**config.mk**
```make
export PLATFORM = sky130hd
export DESIGN_NAME = intr_coal_engine
export DESIGN_NICKNAME = d
export VERILOG_FILES = /design/src/rtl/coal_pkg.sv /design/src/rtl/coal_mode_reg.sv /design/src/rtl/coal_dir_ctr.sv /design/src/rtl/coal_fsm.sv /design/src/rtl/intr_coal_engine.sv
export SDC_FILE = /design/constraint.sdc
export NUM_CORES = 1
export LEC_CHECK = 0
export BUFFER_PORTS_ARGS = -buffer_cell sky130_fd_sc_hd__clkbuf_2
export CELL_PAD_IN_SITES_DETAIL_PLACEMENT = 0
export CELL_PAD_IN_SITES_GLOBAL_PLACEMENT = 2
export CORE_AREA = 3 3 127 129
export CTS_CLUSTER_DIAMETER = 100
export DETAILED_ROUTE_END_ITERATION = 10
export DIE_AREA = 0 0 130 132
export MAX_ROUTING_LAYER = met4
export PLACE_DENSITY_LB_ADDON = 0.15
export SETUP_SLACK_MARGIN = 0.4
export SKIP_LAST_GASP = 1
export SLEW_MARGIN = 15
export SYNTH_ARGS = -nofsm -noshare
export SYNTH_HDL_FRONTEND = slang
export SYNTH_SLANG_ARGS = --single-unit
```
**constraint.sdc**
```tcl
create_clock -name clk -period 5.8 [get_ports clk]
set_input_delay 1.16 -clock clk [delete_from_list [all_inputs] [get_ports clk]]
set_output_delay 1.16 -clock clk [all_outputs]
set_load 0.01 [all_outputs]
```
**src/rtl/coal_pkg.sv**
```systemverilog
package coal_pkg;

  localparam int MSI_W = 3;

  typedef enum logic [1:0] {
    ST_IDLE   = 2'd0,
    ST_WAIT   = 2'd1,
    ST_UPDATE = 2'd2,
    ST_INTR   = 2'd3
  } coal_state_e;

  typedef struct packed {
    logic             nointr_force;
    logic             nointr_desc;
    logic             park_tx;
    logic             park_rx;
    logic [1:0]       size;
    logic [MSI_W-1:0] msi;
    logic             attn_en;
    logic             run;
  } coal_mode_t;

  localparam logic [1:0] SIZE_UNDEF = 2'b11;

endpackage

```
**src/rtl/coal_mode_reg.sv**
```systemverilog
module coal_mode_reg
  import coal_pkg::*;
(
  input  logic        clk,
  input  logic        rst_n,
  input  logic        wr_en,
  input  logic [31:0] wr_data,
  input  logic        cnow_take,
  input  logic        busy,
  output coal_mode_t  mode,
  output logic        soft_rst,
  output logic        cnow_pend,
  output logic        attn,
  output logic [31:0] rd_data
);

  coal_mode_t mode_q, mode_d;
  logic       srst_q, srst_d;
  logic       cnow_q, cnow_d;
  logic       err_q, err_d;
  logic       attn_q, attn_d;
  logic       err_set;
  logic       unused_rsvd;

  assign unused_rsvd = ^wr_data[31:13];

  always_comb begin
    mode_d = mode_q;
    srst_d = 1'b0;
    cnow_d = cnow_q;
    if (cnow_take || srst_q) cnow_d = 1'b0;
    if (wr_en) begin
      mode_d.run          = wr_data[1];
      mode_d.attn_en      = wr_data[2];
      mode_d.msi          = wr_data[4 +: MSI_W];
      mode_d.size         = wr_data[8:7];
      mode_d.park_rx      = wr_data[9];
      mode_d.park_tx      = wr_data[10];
      mode_d.nointr_desc  = wr_data[11];
      mode_d.nointr_force = wr_data[12];
      srst_d              = wr_data[0];
      if (wr_data[3]) cnow_d = 1'b1;
    end
  end

  assign err_set = (mode_q.size == SIZE_UNDEF) && !err_q && !srst_q;

  always_comb begin
    err_d  = srst_q ? 1'b0 : (err_q | err_set);
    attn_d = err_set & mode_q.attn_en;
  end

  always_ff @(posedge clk or negedge rst_n) begin
    if (!rst_n) begin
      mode_q <= '0;
      srst_q <= 1'b0;
      cnow_q <= 1'b0;
      err_q  <= 1'b0;
      attn_q <= 1'b0;
    end else begin
      mode_q <= mode_d;
      srst_q <= srst_d;
      cnow_q <= cnow_d;
      err_q  <= err_d;
      attn_q <= attn_d;
    end
  end

  assign mode      = mode_q;
  assign soft_rst  = srst_q;
  assign cnow_pend = cnow_q;
  assign attn      = attn_q;

  assign rd_data = {19'd0, mode_q.nointr_force, mode_q.nointr_desc,
                    mode_q.park_tx, mode_q.park_rx, mode_q.size,
                    mode_q.msi, cnow_q, mode_q.attn_en,
                    mode_q.run | busy, srst_q};


  srst_selfclr_chk: assert property (@(posedge clk) disable iff (!rst_n)
    srst_q |=> !srst_q);


  attn_pulse_chk: assert property (@(posedge clk) disable iff (!rst_n)
    attn_q |=> !attn_q);

endmodule

```
**src/rtl/coal_dir_ctr.sv**
```systemverilog
module coal_dir_ctr #(
  parameter int TICK_W = 16,
  parameter int EVT_W  = 8
) (
  input  logic              clk,
  input  logic              rst_n,
  input  logic              clr,
  input  logic              run,
  input  logic              park_mode,
  input  logic              evt,
  input  logic [TICK_W-1:0] tick_lim,
  input  logic [EVT_W-1:0]  evt_max,
  output logic              trig
);

  localparam logic [TICK_W-1:0] TICK_TOP = {TICK_W{1'b1}};
  localparam logic [EVT_W-1:0]  EVT_TOP  = {EVT_W{1'b1}};

  logic [TICK_W-1:0] tick_q, tick_d;
  logic [EVT_W-1:0]  evt_q, evt_d;
  logic              armed_q, armed_d;
  logic              tick_en;

  assign tick_en = run && (armed_q || !park_mode) && (tick_q != TICK_TOP);

  always_comb begin
    if (clr) begin
      tick_d  = '0;
      evt_d   = evt ? EVT_W'(1) : '0;
      armed_d = evt;
    end else begin
      tick_d  = tick_en ? tick_q + 1'b1 : tick_q;
      evt_d   = (evt && evt_q != EVT_TOP) ? evt_q + 1'b1 : evt_q;
      armed_d = armed_q | evt;
    end
  end

  always_ff @(posedge clk or negedge rst_n) begin
    if (!rst_n) begin
      tick_q  <= '0;
      evt_q   <= '0;
      armed_q <= 1'b0;
    end else begin
      tick_q  <= tick_d;
      evt_q   <= evt_d;
      armed_q <= armed_d;
    end
  end

  assign trig = ((tick_lim != '0) && (tick_q >= tick_lim)) ||
                ((evt_max != '0) && (evt_q >= evt_max));


  park_hold_chk: assert property (@(posedge clk) disable iff (!rst_n)
    (park_mode && !armed_q && !evt && !clr) |=> (tick_q == $past(tick_q)));

endmodule

```
**src/rtl/coal_fsm.sv**
```systemverilog
module coal_fsm
  import coal_pkg::*;
(
  input  logic        clk,
  input  logic        rst_n,
  input  logic        soft_rst,
  input  logic        run,
  input  logic        trig,
  input  logic        cnow_pend,
  input  logic        desc_force,
  input  logic        nointr_force,
  input  logic        nointr_desc,
  input  logic        upd_ack,
  input  logic        irq_ack,
  output coal_state_e state,
  output logic        upd_req,
  output logic        irq_req,
  output logic        cnow_take,
  output logic        ack_clr,
  output logic        busy
);

  coal_state_e st_q, st_d;
  logic        dforce_q, dforce_d;
  logic        want_irq_q, want_irq_d;
  logic        dforce_take;

  always_comb begin
    st_d        = st_q;
    want_irq_d  = want_irq_q;
    cnow_take   = 1'b0;
    dforce_take = 1'b0;
    ack_clr     = 1'b0;
    unique case (st_q)
      ST_IDLE: if (run) st_d = ST_WAIT;
      ST_WAIT: begin
        if (!run) begin
          st_d = ST_IDLE;
        end else if (trig || cnow_pend || dforce_q) begin
          st_d        = ST_UPDATE;
          cnow_take   = cnow_pend;
          dforce_take = dforce_q;
          want_irq_d  = trig || (cnow_pend && !nointr_force) ||
                        (dforce_q && !nointr_desc);
        end
      end
      ST_UPDATE: if (upd_ack) begin
        ack_clr = 1'b1;
        if (want_irq_q) st_d = ST_INTR;
        else            st_d = run ? ST_WAIT : ST_IDLE;
      end
      ST_INTR: if (irq_ack) st_d = run ? ST_WAIT : ST_IDLE;
      default: st_d = ST_IDLE;
    endcase
    if (soft_rst) begin
      st_d       = ST_IDLE;
      want_irq_d = 1'b0;
    end
  end

  always_comb begin
    if (soft_rst)         dforce_d = 1'b0;
    else if (desc_force)  dforce_d = 1'b1;
    else if (dforce_take) dforce_d = 1'b0;
    else                  dforce_d = dforce_q;
  end

  always_ff @(posedge clk or negedge rst_n) begin
    if (!rst_n) begin
      st_q       <= ST_IDLE;
      dforce_q   <= 1'b0;
      want_irq_q <= 1'b0;
    end else begin
      st_q       <= st_d;
      dforce_q   <= dforce_d;
      want_irq_q <= want_irq_d;
    end
  end

  assign state   = st_q;
  assign upd_req = (st_q == ST_UPDATE);
  assign irq_req = (st_q == ST_INTR);
  assign busy    = (st_q != ST_IDLE);


  upd_hold_chk: assert property (@(posedge clk) disable iff (!rst_n || soft_rst)
    (upd_req && !upd_ack) |=> upd_req);


  irq_hold_chk: assert property (@(posedge clk) disable iff (!rst_n || soft_rst)
    (irq_req && !irq_ack) |=> irq_req);


  halt_wait_chk: assert property (@(posedge clk) disable iff (!rst_n || soft_rst)
    (st_q == ST_WAIT && !run) |=> (st_q == ST_IDLE));


  halt_quiet_chk: assert property (@(posedge clk) disable iff (!rst_n || soft_rst)
    (st_q == ST_IDLE) |=> !upd_req);

endmodule

```
**src/rtl/intr_coal_engine.sv**
```systemverilog
module intr_coal_engine
  import coal_pkg::*;
#(
  parameter int          TICK_W   = 16,
  parameter int          EVT_W    = 8,
  parameter logic [15:0] MSI_BASE = 16'h0000
) (
  input  logic              clk,
  input  logic              rst_n,
  input  logic              cfg_wr_en,
  input  logic [31:0]       cfg_wr_data,
  output logic [31:0]       cfg_rd_data,
  input  logic              rx_evt,
  input  logic              tx_evt,
  input  logic              desc_force,
  input  logic [TICK_W-1:0] rx_tick_lim,
  input  logic [TICK_W-1:0] tx_tick_lim,
  input  logic [EVT_W-1:0]  rx_evt_max,
  input  logic [EVT_W-1:0]  tx_evt_max,
  output logic              upd_req,
  input  logic              upd_ack,
  output logic              irq_req,
  input  logic              irq_ack,
  output logic [1:0]        status_size,
  output logic [15:0]       msi_data,
  output logic              attn
);

  localparam int NDIR = 2;

  logic [1:0]  rst_sync_q;
  logic        rst_core_n;
  coal_mode_t  mode;
  logic        soft_rst, cnow_pend, cnow_take, ack_clr, busy, ctr_clr;
  coal_state_e state;

  logic [NDIR-1:0]   dir_evt, dir_park, dir_trig;
  logic [TICK_W-1:0] dir_lim [NDIR];
  logic [EVT_W-1:0]  dir_max [NDIR];

  always_ff @(posedge clk or negedge rst_n) begin
    if (!rst_n) rst_sync_q <= 2'b00;
    else        rst_sync_q <= {rst_sync_q[0], 1'b1};
  end
  assign rst_core_n = rst_sync_q[1];

  coal_mode_reg u_mode (
    .clk       (clk),
    .rst_n     (rst_core_n),
    .wr_en     (cfg_wr_en),
    .wr_data   (cfg_wr_data),
    .cnow_take (cnow_take),
    .busy      (busy),
    .mode      (mode),
    .soft_rst  (soft_rst),
    .cnow_pend (cnow_pend),
    .attn      (attn),
    .rd_data   (cfg_rd_data)
  );

  assign dir_evt  = {tx_evt, rx_evt};
  assign dir_park = {mode.park_tx, mode.park_rx};
  assign dir_lim[0] = rx_tick_lim;
  assign dir_lim[1] = tx_tick_lim;
  assign dir_max[0] = rx_evt_max;
  assign dir_max[1] = tx_evt_max;
  assign ctr_clr  = soft_rst | ack_clr;

  for (genvar g = 0; g < NDIR; g++) begin : g_dir
    coal_dir_ctr #(.TICK_W(TICK_W), .EVT_W(EVT_W)) u_ctr (
      .clk       (clk),
      .rst_n     (rst_core_n),
      .clr       (ctr_clr),
      .run       (state == ST_WAIT),
      .park_mode (dir_park[g]),
      .evt       (dir_evt[g]),
      .tick_lim  (dir_lim[g]),
      .evt_max   (dir_max[g]),
      .trig      (dir_trig[g])
    );
  end

  coal_fsm u_fsm (
    .clk          (clk),
    .rst_n        (rst_core_n),
    .soft_rst     (soft_rst),
    .run          (mode.run),
    .trig         (|dir_trig),
    .cnow_pend    (cnow_pend),
    .desc_force   (desc_force),
    .nointr_force (mode.nointr_force),
    .nointr_desc  (mode.nointr_desc),
    .upd_ack      (upd_ack),
    .irq_ack      (irq_ack),
    .state        (state),
    .upd_req      (upd_req),
    .irq_req      (irq_req),
    .cnow_take    (cnow_take),
    .ack_clr      (ack_clr),
    .busy         (busy)
  );

  assign status_size = mode.size;
  assign msi_data    = {MSI_BASE[15:MSI_W], mode.msi};


  req_excl_chk: assert property (@(posedge clk) disable iff (!rst_core_n)
    !(upd_req && irq_req));

endmodule

```
After elaboration in Yosys (flattened, before gate mapping)
Cells that the tools add are included.
Widths: inputs -> output; s select.

storage, ports and cells
  flip-flop bits (word level) = 71
  output and inout bits = 53
  word-level logic and storage cells = 135

operators by class
  add/sub/neg operators = 4
  magnitude comparators = 4
  eq/ne operators = 12
  mux-type cells = 41
  bitwise gates (word level) = 6
  reduce and logical (&&, ||, !) cells = 46

operators with widths
  kind                   number
  $mux 16                4
  $add 16x1->16 const B  2
  $ge 16x16->1           2
  $mux 8                 4
  $ne 16x16->1 const B   2
  $reduce_bool 16->1     2
  $mux 1                 25
  $add 8x1->8 const B    2
  $ge 8x8->1             2
  $ne 8x8->1 const B     2
  $reduce_bool 2->1      8
  $reduce_bool 8->1      2
  $logic_and 1x1->1      14
  $mux 2                 7
  $logic_or 1x1->1       9
  $pmux 2 s4             1
  $eq 2x2->1 const B     3
  $logic_not 1->1        6
  $ne 3x1->1 const B     2
  $or 1x1->1             5
  $ne 4x3->1 const B     1
  $reduce_and 4->1       1
  $ne 3x3->1 const B     1
  $reduce_and 3->1       1
  5 further kinds        5

Logic depth before layout (Yosys ltp)
  depth after elaboration = 13
  depth in mapped cells = 8
  gate-level depth less buffers = 8

By module
From an unflattened synthesis, not the netlist that was laid out.

unflattened totals
  cell total of the unflattened synthesis = 565
  area, all modules = 5,245.0 um^2

by module, submodules not included
  module                          times used  cells an instance  area each (um^2)  seq. area each (um^2)
  coal_dir_ctr at g_dir[0].u_ctr  1           226                2,023.2           625.6
  coal_dir_ctr at g_dir[1].u_ctr  1           219                1,928.1           625.6
  coal_mode_reg                   1           67                 825.8             375.4
  coal_fsm                        1           33                 294.0             100.1
  intr_coal_engine                1           20                 173.9             50.0

Worst setup path before layout
Ideal clock, no wire load.

  path kind = in2reg
  from = input tx_tick_lim[0]
  to = register u_fsm.st_q[1], in the netlist u_fsm.state[1]
  library setup time = 0.148 ns
  data arrival time = 2.639 ns
  setup slack = 3.013 ns
  cell stages on the path = 7
  path buffers = 0
  path through = ha_1 > nand2b_1 > a2111oi_0 > o311a_1 > a31oi_1 > a311oi_1 > a41oi_1

between the ends
  longest elaborated chain between the ends = 8
  elaborated cells on any way between the ends = 9

ends and longest elaborated chain
  element                                             RTL line                text
  start: declaration                                  intr_coal_engine.sv:17  input logic [TICK_W-1:0] tx_tick_lim,
  $ge 16x16->1 or $reduce_bool 16->1 (tied branches)  coal_dir_ctr.sv:50      assign trig = ((tick_lim != '0) && (tick_q >= tick_lim)) ||
  $logic_and 1x1->1 *                                 coal_dir_ctr.sv:50
  $logic_or 1x1->1 *                                  coal_dir_ctr.sv:50
  $reduce_or 2->1 *                                   intr_coal_engine.sv:88  .trig (|dir_trig),
  $logic_or 1x1->1 * (2 in series)                    coal_fsm.sv:39          end else if (trig || cnow_pend || dforce_q) begin
  $ne 4x3->1 (no source line) *                       n/a
  $reduce_and 4->1 (no source line) *                 n/a
  end signal: assignment                              coal_fsm.sv:74          st_q <= st_d;
  end: declaration                                    coal_fsm.sv:23          coal_state_e st_q, st_d;

Mark *: on every way between the ends. The rest lies on a longest branch, timed or not.
A chain may end at the register's enable or synchronous reset.

Worst setup path after layout
Ends and elaborated chain as after synthesis.

==> summary.txt <==
Clocking
  – Hold buffer count at CTS: 0
  – Clk sink count: 71
  – Clk buf depth: 2
  – Clock slew at reported path FFs: 0.06 ns
  – Setup Fix Bufs, Post-CTS: 0
  – Cts repair resizes: 0
  – Worst skew pair latency: 0.33 ns
  – # H-tree levels: 3
  – Cts bufs inserted: 9
  – CTS root buffer: clkbuf_16
  – CTS tree: done

Synth
  – Distinct cells, synth: 53
  – Leading area contributor after synthesis: dfrtp_1
  – Post-synthesis simple-gate area fraction: 0.198
  – Post-synth top area share: 0.359
  – Post-Synth XOR/XNOR Area: 0.0601
  – #FFs+latches synth: 71
  – Cells after Synth: 564
  – Register area share after synthesis: 0.359
  – Largest family of logic cells by synthesized area: simple AND/OR/NAND/NOR gates
  – Ranking of synthesized cells by area: dfrtp_1 36%, ha_1 13%, buf_4 6.5%
  – Post-synth top flop: dfrtp_1
  – FFs w/ async S/R, synth: 1.00
  – Post-synth design cell area: 4950 um2
  – Syn Area/Cell: 8.78 um2
  – Post-synth EDFFs: 0
  – Multiplexer area fraction after synthesis: 0.0200
  – Ys Warns: 0
  – Compound-Gate Fraction of Synth Area: 0.107
  – Area share of fa/ha/maj cells after synthesis: 0.131

Critical path
  – Setup crit end kind: flip-flop
  – CP max FO: 3
  – CP delay by family, top: compound AO/OA/AOI/OAI gates
  – Worst Path Buf+Inv: 1
  – Crit path required time: 5.97 ns
  – Worst Path Arrival: 3.35 ns
  – Slowest CP cell: a311oi_1
  – Worst path cell trace: clkbuf_2 > ha_1 > nand2b_1 > a2111oi_0 > o311a_1 > a31oi_1 > a311oi_1 > a41oi_1
  – Max stage delay on crit path: 0.57 ns
  – Crit Path Class: input port to flip-flop
  – Worst setup SP type: input port

GRT
  – GRT overflow: 0
  – Antenna violations before repair: 0
  – Number of global-route vias before repair: 4121
  – GRT Total Usage: 0.142
  – First-pass GRT wire length: 19.3 mm
  – Largest net degree at the start of global routing: 70

Routing
  – Routed WL per cell: 13.4 um
  – Highest routed layer: met4
  – Met2 wire length: 5.49 mm
  – Met3 wire length: 384 um
  – Vias after detailed routing: 4058
  – Drt first pass iters: 4
  – Wl on met1: 5.16 mm
  – DRT iter0 DRCs: 105
  – Final ANT Viol Nets: 0
  – DRC Markers: 0
  – DR vias/cell: 4.84
  – Post-Route WL: 11.3 mm

Timing
  – Fmax achieved: 315 MHz
  – Worst-margin pin slew: 0.902 ns
  – Setup_tns: 0 ns
  – Final hold vios: 0
  – RSZ-0062 raised after global routing: false
  – Worst slew margin: 0.399
  – Clk_skew: 0.00484 ns
  – Final period utilization: 0.548
  – Final setup violation count: 0
  – Final Hold Slack: 0.354 ns
  – Tmin final: 3.18 ns
  – Final Slew Violations: 0

Finish
  – Number of antenna diodes: 0
  – Area growth syn-to-layout: 15.8%
  – Share of layout cells above drive strength 1: 0.191
  – Final nets: 785

Die
  – Die Wd: 130 um
  – Num ports: 141
  – Rows: 45
  – Initial Util: 0.327
  – Die Y: 132 um
  – Die ar.: 17200 um2
  – CORE AREA: 15100 um2

Pwr
  – Power, Total: 1.49 mW
  – Leakage: 2.96 nW
  – Power Dens Cells: 260 nW/um2
  – Max VDD drop: 122 uV

Place
  – RD Place Congestion: 0.766
  – Input/output buffers: 89
  – DPL Wire Length: 8.94 mm

Outcome
  – Status: complete, no violations

Hold path
  – Hold WC Path Type: flip-flop to flip-flop

Run
  – Max-Cap Viols: 0
==> synthesized netlist by cell type (2+ instances only) <==
library cell,count
a31o_2,2
o21ai_0,20
a21o_1,4
dfrtp_1,71
or3_1,8
or3_2,2
and3_1,9
nor2_1,57
buf_1,2
nand2b_1,4
xor2_1,20
a22oi_1,2
a2111oi_0,3
buf_4,43
nor2b_1,2
ha_1,52
nand4_1,18
nand2_1,41
a31oi_1,3
clkbuf_1,6
nor3_1,7
nor4_1,16
nand3_1,16
o21a_1,4
mux2i_1,2
nor3_2,2
conb_1,2
xnor2_1,14
a21oi_1,31
mux2_2,7
and4_1,6
inv_1,67
==> kinds of logic (layout without fill, tap and decap cells) <==
group	after synthesis	after routing
xor gates and xnor gates	34	34
AOI/OAI and AO/OA	83	83
other	2	33
muxes	9	9
and+or+nand+nor	194	194
DFF	71	71
buffers and inverters	119	174
adders and majority gates	52	52
==> cell usage in the layout, fill, tap and decap left out, types with 6 or more instances in the layout <==
cell type and instances:
dfrtp_1 70, ha_1 52, and4_1 6, nand2_1 41, and3_1 9, mux2_2 7, clkbuf_16 9, nand3_1 16
o21ai_0 20, inv_1 67, xnor2_1 14, nand4_1 18, a21oi_1 31, conb_1 33, clkbuf_2 89, nor2_1 57
nor4_1 16, or3_1 8, xor2_1 20, nor3_1 7
==> registers in the layout, summed over array words and instances, names as in the netlist <==
name                 flops
g_dir.u_ctr.armed_q      2
u_fsm.dforce_q           1
u_mode.cnow_pend         1
u_mode.err_q             1
u_fsm.state              2
g_dir.u_ctr.evt_q       16
u_fsm.want_irq_q         1
u_mode.mode             11
u_mode.attn              1
g_dir.u_ctr.tick_q      32
u_mode.soft_rst          1
rst_sync_q               2
==> metal layers <==
| metal | track usage | vias to the layer above |
|---|---|---|
| met1 | 0.179 | 1924 |
| li1 | - | 2035 |
| met5 | - | - |
| met4 | 0.0514 | 0 |
| met2 | 0.231 | 81 |
| met3 | 0.0211 | 18 |
==> final timing paths <==
| kind | slack [ns] | endpoint | from | cells past startpoint |
|---|---|---|---|---|
| max | 2.62 | u_fsm.state[1]$_DFFE_PN0P_ | tx_tick_lim[0] | 8 |
| min reg2reg | 0.35 | rst_sync_q[1]$_DFF_PN0_ | rst_sync_q[0]$_DFF_PN0_ | 0 |
| max reg2reg | 3.10 | u_fsm.state[1]$_DFFE_PN0P_ | g_dir[1].u_ctr.tick_q[0]$_DFFE_PN0P_ | 8 |
| min in group asynchronous | 0.44 | g_dir[0].u_ctr.evt_q[2]$_DFFE_PN0P_ | rst_sync_q[1]$_DFF_PN0_ | 1 |
| min | 0.35 | rst_sync_q[1]$_DFF_PN0_ | rst_sync_q[0]$_DFF_PN0_ | 0 |
| max in group asynchronous | 4.74 | g_dir[1].u_ctr.tick_q[9]$_DFFE_PN0P_ | rst_sync_q[1]$_DFF_PN0_ | 1 |
==> per-stage QoR <==
stage / setup slack [ns] / std cells / instance area (um2) / util
final: 2.62 / 838 / 5730 / 0.379
after global routing: 2.37 / 838 / 5730 / 0.379
after CTS: 2.56 / 838 / 5730 / 0.379
after detailed placement: 2.22 / 822 / 5410 / 0.357
after global placement: 2.24 / 822 / 5410 / 0.357
after floorplan: 3.01 / 595 / 5070 / -
==> power breakdown <==
part / total, mW / leakage [nW] / switching, mW / internal (mW)
clock: 0.596 / 0.160 / 0.197 / 0.399
sequential: 0.597 / 0.936 / 0.0544 / 0.543
combinational: 0.294 / 1.86 / 0.169 / 0.126
==> cell type report <==
cell class,instances,area [um2]
fill,1584,9410
multi-input combinational,405,2680
sequential,71,1780
timing repair buffer,91,460
clock buffer,13,260
inverter,67,251
tap,188,235
clock inverter,3,65.1
No activity file was read; power rests on OpenSTA's default activity.
